--- config.mk ---
export PLATFORM = sky130hd
export DESIGN_NAME = capcmp_timer
export DESIGN_NICKNAME = d
export VERILOG_FILES = /design/src/rtl/ctm_pkg.sv /design/src/rtl/ctm_input_sync.sv /design/src/rtl/ctm_prescaler.sv /design/src/rtl/ctm_count_core.sv /design/src/rtl/ctm_out_drive.sv /design/src/rtl/capcmp_timer.sv
export SDC_FILE = /design/constraint.sdc
export NUM_CORES = 1
export LEC_CHECK = 0
export BUFFER_PORTS_ARGS = -buffer_cell sky130_fd_sc_hd__buf_2
export CORE_MARGIN = 2
export CORE_UTILIZATION = 46
export CTS_CLUSTER_SIZE = 28
export DETAILED_ROUTE_END_ITERATION = 10
export GPL_TIMING_DRIVEN = 0
export HOLD_SLACK_MARGIN = 0.12
export PLACE_DENSITY = 0.68
export SYNTH_ARGS = -nofsm -noshare
export SYNTH_HDL_FRONTEND = slang
export SYNTH_SLANG_ARGS = --single-unit
export TNS_END_PERCENT = 100
--- constraint.sdc ---
create_clock -name clk -period 2.2 [get_ports clk]
set_clock_uncertainty 0.15 [all_clocks]
set_input_delay 0.22 -clock clk [delete_from_list [all_inputs] [get_ports clk]]
set_output_delay 0.22 -clock clk [all_outputs]
set_load 0.02 [all_outputs]
--- src/rtl/ctm_pkg.sv ---
`timescale 1ns/1ps
package ctm_pkg;

    localparam int REG_W  = 32;
    localparam int ADDR_W = 3;
    localparam int PSC_W  = 8;
    localparam int DIV_W  = 4;

    typedef enum logic [ADDR_W-1:0] {
        ADDR_CTRL = 3'd0,
        ADDR_REF  = 3'd1,
        ADDR_CAP  = 3'd2,
        ADDR_CNT  = 3'd3,
        ADDR_EVT  = 3'd4
    } reg_addr_e;

    typedef enum logic [1:0] {
        SRC_OFF   = 2'd0,
        SRC_BUS   = 2'd1,
        SRC_BUS16 = 2'd2,
        SRC_PIN   = 2'd3
    } clk_src_e;

    typedef enum logic [1:0] {
        EDGE_OFF  = 2'd0,
        EDGE_RISE = 2'd1,
        EDGE_FALL = 2'd2,
        EDGE_BOTH = 2'd3
    } cap_edge_e;

    typedef struct packed {
        logic             dma_route;
        logic [PSC_W-1:0] divider;
        cap_edge_e        cap_edge;
        logic             toggle;
        logic             ref_req;
        logic             restart;
        clk_src_e         src;
        logic             enable;
    } ctrl_t;

    localparam int CTRL_W  = $bits(ctrl_t);
    localparam int EVT_CAP = 0;
    localparam int EVT_REF = 1;

    function automatic logic edge_selected(cap_edge_e sel, logic rise, logic fall);
        case (sel)
            EDGE_RISE: return rise;
            EDGE_FALL: return fall;
            EDGE_BOTH: return rise | fall;
            default:   return 1'b0;
        endcase
    endfunction

endpackage

--- src/rtl/ctm_input_sync.sv ---
`timescale 1ns/1ps
module ctm_input_sync #(
    parameter int STAGES = 2
) (
    input  logic clk,
    input  logic rst,
    input  logic pin,
    output logic rise,
    output logic fall
);
    logic [STAGES:0] chain_q;

    always_ff @(posedge clk) begin
        if (rst) chain_q <= '0;
        else     chain_q <= {chain_q[STAGES-1:0], pin};
    end

    assign rise = chain_q[STAGES-1] & ~chain_q[STAGES];
    assign fall = ~chain_q[STAGES-1] & chain_q[STAGES];
endmodule

--- src/rtl/ctm_prescaler.sv ---
`timescale 1ns/1ps
module ctm_prescaler
    import ctm_pkg::*;
#(
    parameter int P_W = PSC_W,
    parameter int D_W = DIV_W
) (
    input  logic           clk,
    input  logic           rst,
    input  logic           enable,
    input  clk_src_e       src,
    input  logic [P_W-1:0] divider,
    input  logic           pin_rise,
    output logic           tick
);
    logic [D_W-1:0] fixed_q;
    logic [P_W-1:0] div_q;
    logic           src_tick;
    logic           wrap;

    always_ff @(posedge clk) begin
        if (rst || !enable) fixed_q <= '0;
        else                fixed_q <= fixed_q + 1'b1;
    end

    always_comb begin
        case (src)
            SRC_BUS:   src_tick = enable;
            SRC_BUS16: src_tick = enable && (fixed_q == {D_W{1'b1}});
            SRC_PIN:   src_tick = enable && pin_rise;
            default:   src_tick = 1'b0;
        endcase
    end

    assign wrap = (div_q >= divider);
    assign tick = src_tick && wrap;

    always_ff @(posedge clk) begin
        if (rst || !enable) div_q <= '0;
        else if (src_tick)  div_q <= wrap ? '0 : div_q + 1'b1;
    end
endmodule

--- src/rtl/ctm_count_core.sv ---
`timescale 1ns/1ps
module ctm_count_core #(
    parameter int CNT_W = 32
) (
    input  logic             clk,
    input  logic             rst,
    input  logic             tick,
    input  logic             clear,
    input  logic             restart,
    input  logic [CNT_W-1:0] ref_val,
    input  logic             cap_strobe,
    output logic [CNT_W-1:0] count,
    output logic [CNT_W-1:0] capture,
    output logic             match
);
    assign match = tick && !clear && (count == ref_val);

    always_ff @(posedge clk) begin
        if (rst || clear)          count <= '0;
        else if (match && restart) count <= '0;
        else if (tick)             count <= count + 1'b1;
    end

    always_ff @(posedge clk) begin
        if (rst)             capture <= '0;
        else if (cap_strobe) capture <= count;
    end
endmodule

--- src/rtl/ctm_out_drive.sv ---
`timescale 1ns/1ps
module ctm_out_drive (
    input  logic clk,
    input  logic rst,
    input  logic match,
    input  logic tick,
    input  logic toggle,
    output logic pin
);
    always_ff @(posedge clk) begin
        if (rst)                  pin <= 1'b1;
        else if (toggle) begin
            if (match)            pin <= ~pin;
        end
        else if (match)           pin <= 1'b0;
        else if (tick)            pin <= 1'b1;
    end
endmodule

--- src/rtl/capcmp_timer.sv ---
`timescale 1ns/1ps
module capcmp_timer
    import ctm_pkg::*;
#(
    parameter int CNT_W       = 32,
    parameter int SYNC_STAGES = 2
) (
    input  logic              clk,
    input  logic              rst,
    input  logic              reg_wr,
    input  logic [ADDR_W-1:0] reg_addr,
    input  logic [REG_W-1:0]  reg_wdata,
    output logic [REG_W-1:0]  reg_rdata,
    input  logic              dma_ack,
    input  logic              tmr_in,
    output logic              tmr_out,
    output logic              irq,
    output logic              dma_req
);
    ctrl_t            ctrl_q;
    logic [CNT_W-1:0] ref_q;
    logic [CNT_W-1:0] count;
    logic [CNT_W-1:0] capture;
    logic             pin_rise, pin_fall;
    logic             tick, match, cap_hit;
    logic             cap_flag, ref_flag;
    logic             wr_ctrl, wr_ref, wr_cnt, wr_evt;
    logic             pending;

    assign wr_ctrl = reg_wr && (reg_addr == ADDR_CTRL);
    assign wr_ref  = reg_wr && (reg_addr == ADDR_REF);
    assign wr_cnt  = reg_wr && (reg_addr == ADDR_CNT);
    assign wr_evt  = reg_wr && (reg_addr == ADDR_EVT);

    always_ff @(posedge clk) begin
        if (rst) begin
            ctrl_q <= '0;
            ref_q  <= '0;
        end else begin
            if (wr_ctrl) ctrl_q <= ctrl_t'(reg_wdata[CTRL_W-1:0]);
            if (wr_ref)  ref_q  <= reg_wdata[CNT_W-1:0];
        end
    end

    ctm_input_sync #(.STAGES(SYNC_STAGES)) u_sync (
        .clk  (clk),
        .rst  (rst),
        .pin  (tmr_in),
        .rise (pin_rise),
        .fall (pin_fall)
    );

    ctm_prescaler u_psc (
        .clk      (clk),
        .rst      (rst),
        .enable   (ctrl_q.enable),
        .src      (ctrl_q.src),
        .divider  (ctrl_q.divider),
        .pin_rise (pin_rise),
        .tick     (tick)
    );

    assign cap_hit = ctrl_q.enable && edge_selected(ctrl_q.cap_edge, pin_rise, pin_fall);

    ctm_count_core #(.CNT_W(CNT_W)) u_core (
        .clk        (clk),
        .rst        (rst),
        .tick       (tick),
        .clear      (wr_cnt),
        .restart    (ctrl_q.restart),
        .ref_val    (ref_q),
        .cap_strobe (cap_hit),
        .count      (count),
        .capture    (capture),
        .match      (match)
    );

    ctm_out_drive u_out (
        .clk    (clk),
        .rst    (rst),
        .match  (match),
        .tick   (tick),
        .toggle (ctrl_q.toggle),
        .pin    (tmr_out)
    );

    always_ff @(posedge clk) begin
        if (rst) begin
            cap_flag <= 1'b0;
            ref_flag <= 1'b0;
        end else begin
            if (cap_hit)                                     cap_flag <= 1'b1;
            else if (dma_ack || (wr_evt && reg_wdata[EVT_CAP])) cap_flag <= 1'b0;
            if (match)                                       ref_flag <= 1'b1;
            else if (dma_ack || (wr_evt && reg_wdata[EVT_REF])) ref_flag <= 1'b0;
        end
    end

    assign pending = cap_flag | (ref_flag & ctrl_q.ref_req);
    assign irq     = pending & ~ctrl_q.dma_route;
    assign dma_req = pending &  ctrl_q.dma_route;

    always_comb begin
        reg_rdata = '0;
        case (reg_addr)
            ADDR_CTRL: reg_rdata = REG_W'(ctrl_q);
            ADDR_REF:  reg_rdata = REG_W'(ref_q);
            ADDR_CAP:  reg_rdata = REG_W'(capture);
            ADDR_CNT:  reg_rdata = REG_W'(count);
            ADDR_EVT:  reg_rdata = REG_W'({ref_flag, cap_flag});
            default:   reg_rdata = '0;
        endcase
    end
endmodule

Word level (Yosys, flattened, before mapping)
Index checks and enable logic that the tools add are counted.
{"block": "totals", "reg_bits": 131, "inputBits": 40, "out_inout_bits": 35, "elab_cells": 82}
{"block": "op_classes", "add_sub_neg": 3, "order_cmp": 1, "n_eq_ne": 13, "n_mux": 12, "bitwise": 11, "reduce_logical": 25}
{"operator": "$pmux 32 s5", "count": 1}
{"operator": "$add 32x1->32 const B", "count": 1}
{"operator": "$eq 32x32->1", "count": 1}
{"operator": "$logic_and 1x1->1", "count": 13}
{"operator": "$add 8x1->8 const B", "count": 1}
{"operator": "$eq 2x2->1 const B", "count": 4}
{"operator": "$ge 8x8->1", "count": 1}
{"operator": "$mux 1", "count": 8}
{"operator": "$mux 8", "count": 1}
{"operator": "$eq 3x2->1 const B", "count": 2}
{"operator": "$pmux 1 s3", "count": 2}
{"operator": "$reduce_bool 2->1", "count": 3}
{"operator": "$and 1x1->1", "count": 5}
{"operator": "$add 4x1->4 const B", "count": 1}
{"operator": "$eq 2x1->1 const B", "count": 2}
{"operator": "$eq 4x4->1 const B", "count": 1}
{"operator": "$logic_or 1x1->1", "count": 4}
{"operator": "$not 1->1", "count": 4}
{"operator": "$eq 3x1->1 const B", "count": 1}
{"operator": "$eq 3x3->1 const B", "count": 1}
{"operator": "$logic_not 3->1", "count": 1}
{"operator": "$logic_not 1->1", "count": 2}
{"operator": "$ne 2x1->1 const B", "count": 1}
{"operator": "$or 1x1->1", "count": 2}
{"operator": "2 further kinds", "count": 2}

Depth between registers and ports, before layout
{"block": "logic_depth", "depth_word": 9, "mapped_depth": 10, "ltp_nobuf": 8}

Cells and area by module
Synthesis repeated with hierarchy kept, for this count alone.
{"block": "hier_totals", "hier_cells": 746, "hier_area_um2": 6807.8}
{"module": "ctm_count_core", "n_inst": 1, "cells_per_inst": 316, "area_per_inst_um2": 3086.7, "seq_area_each_um2": 1281.2}
{"module": "capcmp_timer", "n_inst": 1, "cells_per_inst": 331, "area_per_inst_um2": 2798.9, "seq_area_each_um2": 1021.0}
{"module": "ctm_prescaler", "n_inst": 1, "cells_per_inst": 85, "area_per_inst_um2": 787.0, "seq_area_each_um2": 240.2}
{"module": "ctm_input_sync", "n_inst": 1, "cells_per_inst": 8, "area_per_inst_um2": 91.3, "seq_area_each_um2": 60.1}
{"module": "ctm_out_drive", "n_inst": 1, "cells_per_inst": 6, "area_per_inst_um2": 43.8, "seq_area_each_um2": 20.0}

Least setup slack after synthesis
OpenSTA, ideal clock, no wires.
{"block": "synth_timing", "kind": "register to register", "start": "reg u_psc.div_q[0]", "end": "reg u_core.count[21]", "setup_time_ns": 0.114, "arrival_time_ns": 1.970, "t_required_ns": 1.936, "slack_ns": -0.034, "path_stages_with_launch": 10, "path_buffers": 1, "period_less_slack_ns": 2.234, "path_cell_list": "dfxtp_1 -> inv_1 -> ha_1 -> nand2b_1 -> a2111oi_2 -> o311ai_4 -> clkbuf_1 -> nand4_1 -> xor2_1 -> nor2_1"}
{"block": "synth_between", "elab_chain_cells": 6}
{"element": "from (decl)", "line_no": "ctm_prescaler.sv:17", "text": "logic [P_W-1:0] div_q;"}
{"element": "from (signal assigned)", "line_no": "ctm_prescaler.sv:40", "text": "else if (src_tick) div_q <= wrap ? '0 : div_q + 1'b1;"}
{"element": "$ge 8x8->1 *", "line_no": "ctm_prescaler.sv:35", "text": "assign wrap = (div_q >= divider);"}
{"element": "$logic_and 1x1->1 *", "line_no": "ctm_prescaler.sv:36", "text": "assign tick = src_tick && wrap;"}
{"element": "$logic_and 1x1->1 (2 in a row)", "line_no": "ctm_count_core.sv:16", "text": "assign match = tick && !clear && (count == ref_val);"}
{"element": "$logic_and 1x1->1", "line_no": "ctm_count_core.sv:20", "text": "else if (match && restart) count <= '0;"}
{"element": "$reduce_or 2->1 (no source line)"}
{"element": "to (signal assigned)", "line_no": "ctm_count_core.sv:21", "text": "else if (tick) count <= count + 1'b1;"}
{"element": "to (decl)", "line_no": "ctm_count_core.sv:12", "text": "output logic [CNT_W-1:0] count,"}
Every way passes the cells marked *; elsewhere a longest branch is shown, timed or not.
A chain may end at the register's enable or synchronous reset.

Worst setup path in the final report
{"block": "layout_timing", "start": "reg ctrl_q[15] (netlist name)", "end": "reg u_core.count[24]"}
{"block": "layout_between", "elab_chain_cells": 6}
{"element": "from (decl)", "line_no": "capcmp_timer.sv:20", "text": "ctrl_t ctrl_q;"}
{"element": "from (signal assigned)", "line_no": "capcmp_timer.sv:40", "text": "if (wr_ctrl) ctrl_q <= ctrl_t'(reg_wdata[CTRL_W-1:0]);"}
{"element": "$ge 8x8->1 *", "line_no": "ctm_prescaler.sv:35"}
{"element": "$logic_and 1x1->1 *", "line_no": "ctm_prescaler.sv:36"}
{"element": "$logic_and 1x1->1 (2 in a row)", "line_no": "ctm_count_core.sv:16"}
{"element": "$logic_and 1x1->1", "line_no": "ctm_count_core.sv:20"}
{"element": "$reduce_or 2->1 (no source line)"}
Marks and branches as above.

==> impl_summary.md <==
Final layout
The number of antenna diodes in the final layout is 0. The area added between synthesis and finish is 31.3%. For this run, the share of the core covered by cells in the final layout is 0.611. Of the cells placed in the final design, the portion with a size suffix greater than 1 is 0.278.

The number of nets in the finished design is 971.

Global routing
The first global-routing pass estimated ~32000 um of wire. Entering global routing, the biggest net connects 17 pins. The number of global-route vias before repair is 5929. For this run the aggregate overflow at the end of global routing stands at 0. The number of antenna violations at the first check in global routing is 0. In the global route stage, overall resource usage came out at 0.266.

Routing
For this block, the routed nets add up to 20600 um of wire. The DRC marker count from the first detailed-route iteration is 416. For this run, the detailed router's first-pass iteration total came to 5. The vias after detailed routing is 6174. The DRC violation count after routing is 0.

The per-cell routed wire length is 18.5 um. Using the TritonRoute via totals, the vias-per-cell ratio works out to 5.54. The detail route stage leaves a number of antenna-violating nets equal to 0.

STA
The worst-case setup margin in the final layout is -0.132 ns. The final count of pins violating max slew is 0. Counting I/O delays and the setup requirement, the final critical path takes 2.33 ns.

The measured slew at the worst slew-check pin is 0.732 ns. The final setup violation count is 33. The maximum operating frequency is between 400 and 500 MHz. Measured against its own limit, the worst slew margin works out to 0.512. The final number of hold-violating endpoints is 0.

Setup repair after global routing could not meet its margin everywhere. The share of the clock period used by the worst path after layout is 1.06.

Power
The leakage power of the design is 3.31 nW. The design draws 0.00581 W. The ratio of total power to cell area is 659 mW/mm^2. The worst-case IR drop observed on VDD is 0.000562 V.

Synth
The area fraction in compound gates after synthesis is 0.0906. The synthesized area is 0.00672 sq mm. Of the post-synthesis cell area, the dominant cell type holds 0.391. The xor/xnor share of the synthesized area is 0.0874. Of the post-synthesis cell area, the part taken by muxes is 0.129. After synthesis, the cell types taking the most area are sky130_fd_sc_hd__dfxtp_1, sky130_fd_sc_hd__nand2_1, sky130_fd_sc_hd__nor2_1.

The count of different cell masters after synthesis is 49. Counting flops and latches in the post-synthesis netlist gives 131. The count of mapped cells out of synthesis is roughly 780. Counting every net in the synthesized netlist gives 829. Of the synthesized area, sequential elements account for 0.391. The arithmetic-cell share of the synthesized area counting full adders, half adders and majority gates is 0.0242.

The share of flip-flops with an asynchronous set or reset is 0. The count of flip-flops with a built-in enable after synthesis is 0. Averaged over all synthesized cells, the footprint is about 8.7 sq um.

The largest area contributor in the synthesized netlist is sky130_fd_sc_hd__dfxtp_1. The share of synthesized cell area in and, or, nand and nor gates is 0.228. The Yosys step of the flow raised 0 warnings. After synthesis, the largest family of logic cells by area is simple AND/OR/NAND/NOR gates. The predominant post-synthesis flop cell is sky130_fd_sc_hd__dfxtp_1.

CTS
Clock tree synthesis found a total of ~130 sinks. In this run the number of H-tree levels came out at 4. The clock slew seen by the registers of the worst setup and hold paths is 0.06 ns.

The latest clock arrival within the worst-skew pair is 0.43 ns. The library cell used as clock root buffer is sky130_fd_sc_hd__clkbuf_16. TritonCTS built the clock tree. Counting along the longest clock path gives a buffer depth of 2. In this run, CTS created clock tree buffers numbering 17.

Setup path
The critical path capture point type is a flop. The arrival time at the worst endpoint is 2.50 ns. The highest fanout seen on the critical path is 7. STA classifies the critical path startpoint as a flop. Data on the critical path is required at its endpoint by 2.36 ns. The category of the critical setup timing path is reg -> reg.

Place
Detailed placement finished with a half-perimeter wire length of 14200 um. The global placement routability congestion is roughly 0.9. The port buffer count is 71.

Run
The tool flagged a number of max-cap violations equal to 0.

Die
The starting density of the core is 0.466. Measured along the x axis, the die boundary spans 125 um. The number of top-level pins is 75. The die height is 125 um.

The total number of placement rows is 44. The total core area is 0.0144 sq mm. The die covers ~0.016 sq mm.

Worst hold path
The worst min-delay path class is in -> reg.

Status
The final reports fail on negative setup slack. The flow ran to the end, but the final reports show violations.
==> layout make-up <==
class / instances / area (sq um)
clock buffer: 19 / 453
fill: 1233 / 5610
inverter: 17 / 66.3
clock inverter: 13 / 158
multi-input combinational: 570 / 4070
timing repair buffer: 124 / 882
buffer: 57 / 322
tap: 184 / 230
sequential: 131 / 2640
==> sequential cells by signal (all words and copies together), names as in the netlist <==
| name | count |
|---|---|
| u_out.pin | 1 |
| u_sync.chain_q | 3 |
| ref_flag | 1 |
| ref_q | 32 |
| ctrl_q | 17 |
| u_core.count | 32 |
| u_psc.div_q | 8 |
| u_psc.fixed_q | 4 |
| cap_flag | 1 |
| u_core.capture | 32 |
==> per-stage QoR <==
stage	hold WS (ns)	setup WS, ns	area, sq um	instances	setup TNS, ns
after CTS	0.138	-0.119	8620	1115	-2.96
after floorplan	0.198	0.0322	6730	776	0
after global placement	0.279	-0.459	7310	1031	-23.35
after detailed placement	0.288	-0.504	7310	1031	-24.46
final	0.152	-0.132	8820	1115	-3.43
after global routing	0.183	-0.197	8820	1115	-5.67
==> logic make-up after synthesis <==
family / after synthesis
AND/OR/NAND/NOR: 327
flip-flops: 131
AO/OA/AOI/OAI: 96
buffers and inverters: 76
XOR/XNOR: 67
multiplexers: 66
adder cells (fa/ha/maj): 13
==> placed cells by master, fill, tap and decap left out, types with 5 or more instances in the layout <==
cell	Yosys	final
sky130_fd_sc_hd__xor2_1	40	37
sky130_fd_sc_hd__nand3_1	22	21
sky130_fd_sc_hd__a22oi_1	19	19
sky130_fd_sc_hd__and3_1	10	10
sky130_fd_sc_hd__nor3_1	8	6
sky130_fd_sc_hd__buf_6	3	10
sky130_fd_sc_hd__buf_4	1	14
sky130_fd_sc_hd__ha_1	13	8
sky130_fd_sc_hd__inv_1	17	14
sky130_fd_sc_hd__nor2_1	98	75
sky130_fd_sc_hd__dlygate4sd3_1	0	36
sky130_fd_sc_hd__dfxtp_1	131	120
sky130_fd_sc_hd__nor2b_1	24	24
sky130_fd_sc_hd__a21oi_1	59	53
sky130_fd_sc_hd__mux2_2	17	17
sky130_fd_sc_hd__buf_2	19	84
sky130_fd_sc_hd__nand2_1	115	114
sky130_fd_sc_hd__mux4_2	15	15
sky130_fd_sc_hd__nand4_1	23	23
sky130_fd_sc_hd__nor2_2	0	18
sky130_fd_sc_hd__clkbuf_16	0	17
sky130_fd_sc_hd__mux2i_1	34	34
sky130_fd_sc_hd__dfxtp_2	0	10
sky130_fd_sc_hd__a21oi_2	0	6
sky130_fd_sc_hd__xnor2_1	27	24
sky130_fd_sc_hd__clkbuf_1	32	25
sky130_fd_sc_hd__nor2_4	0	5
==> per-layer routing <==
layer / vias up / routed length (um) / track usage
li1: 2939 / - / -
met1: 2983 / 8950 / 0.349
met2: 215 / 9700 / 0.432
met3: 37 / 1450 / 0.0662
met4: 0 / 497 / 0.0856
met5: - / 0 / 0
==> Yosys cell counts, drive strengths merged, types with 3 or more instances <==
cell type  number
dfxtp         131
nand2         115
nor2           98
a21oi          59
xor2           40
mux2i          34
clkbuf         33
xnor2          27
buf            26
nor2b          24
nand3          23
nand4          23
a22oi          19
inv            17
mux2           17
mux4           15
ha             13
and3           11
nor3            8
and4            5
nor4            5
o31ai           4
and2            3
nand2b          3
o21ai           3
or4             3
==> final timing paths <==
| kind | end | cells past startpoint | slack, ns | startpoint |
|---|---|---|---|---|
| hold reg to reg | u_psc.fixed_q[0]$_SDFF_PP0_ | 1 | 0.27 | u_psc.fixed_q[0]$_SDFF_PP0_ |
| hold / removal | u_out.pin$_SDFFE_PP1P_ | 3 | 0.15 | rst |
| setup reg to reg | u_core.count[24]$_SDFFE_PP0P_ | 9 | -0.13 | ctrl_q[15]$_SDFFE_PP0P_ |
| setup / recovery | u_core.count[24]$_SDFFE_PP0P_ | 9 | -0.13 | ctrl_q[15]$_SDFFE_PP0P_ |
==> what timing repair did <==
item,4_1_cts,5_1_grt
gates resized for setup,58,57
cloned,4,0
setup endpoints to repair,89,93
endpoints found under the hold margin,52,0
pin swaps,34,9
hold buffers,36,0
setup buffers,13,1
==> critical path, stage by stage, from the launching register on <==
cell	delay, ns
sky130_fd_sc_hd__dfxtp_4	0.37
sky130_fd_sc_hd__inv_4	0.04
sky130_fd_sc_hd__ha_4	0.25
sky130_fd_sc_hd__nand4_1	0.17
sky130_fd_sc_hd__o311ai_4	0.47
sky130_fd_sc_hd__nand3_2	0.16
sky130_fd_sc_hd__o31ai_4	0.21
sky130_fd_sc_hd__buf_6	0.20
sky130_fd_sc_hd__buf_6	0.16
sky130_fd_sc_hd__a21oi_1	0.04
==> power by group <==
group          internal (W)  switching [W]  total, W
clock               0.00184        0.00111   0.00294
combinational      0.000193       0.000260  0.000453
sequential          0.00239      0.0000223   0.00242
Note: power is estimated with default switching activity, not from simulation.
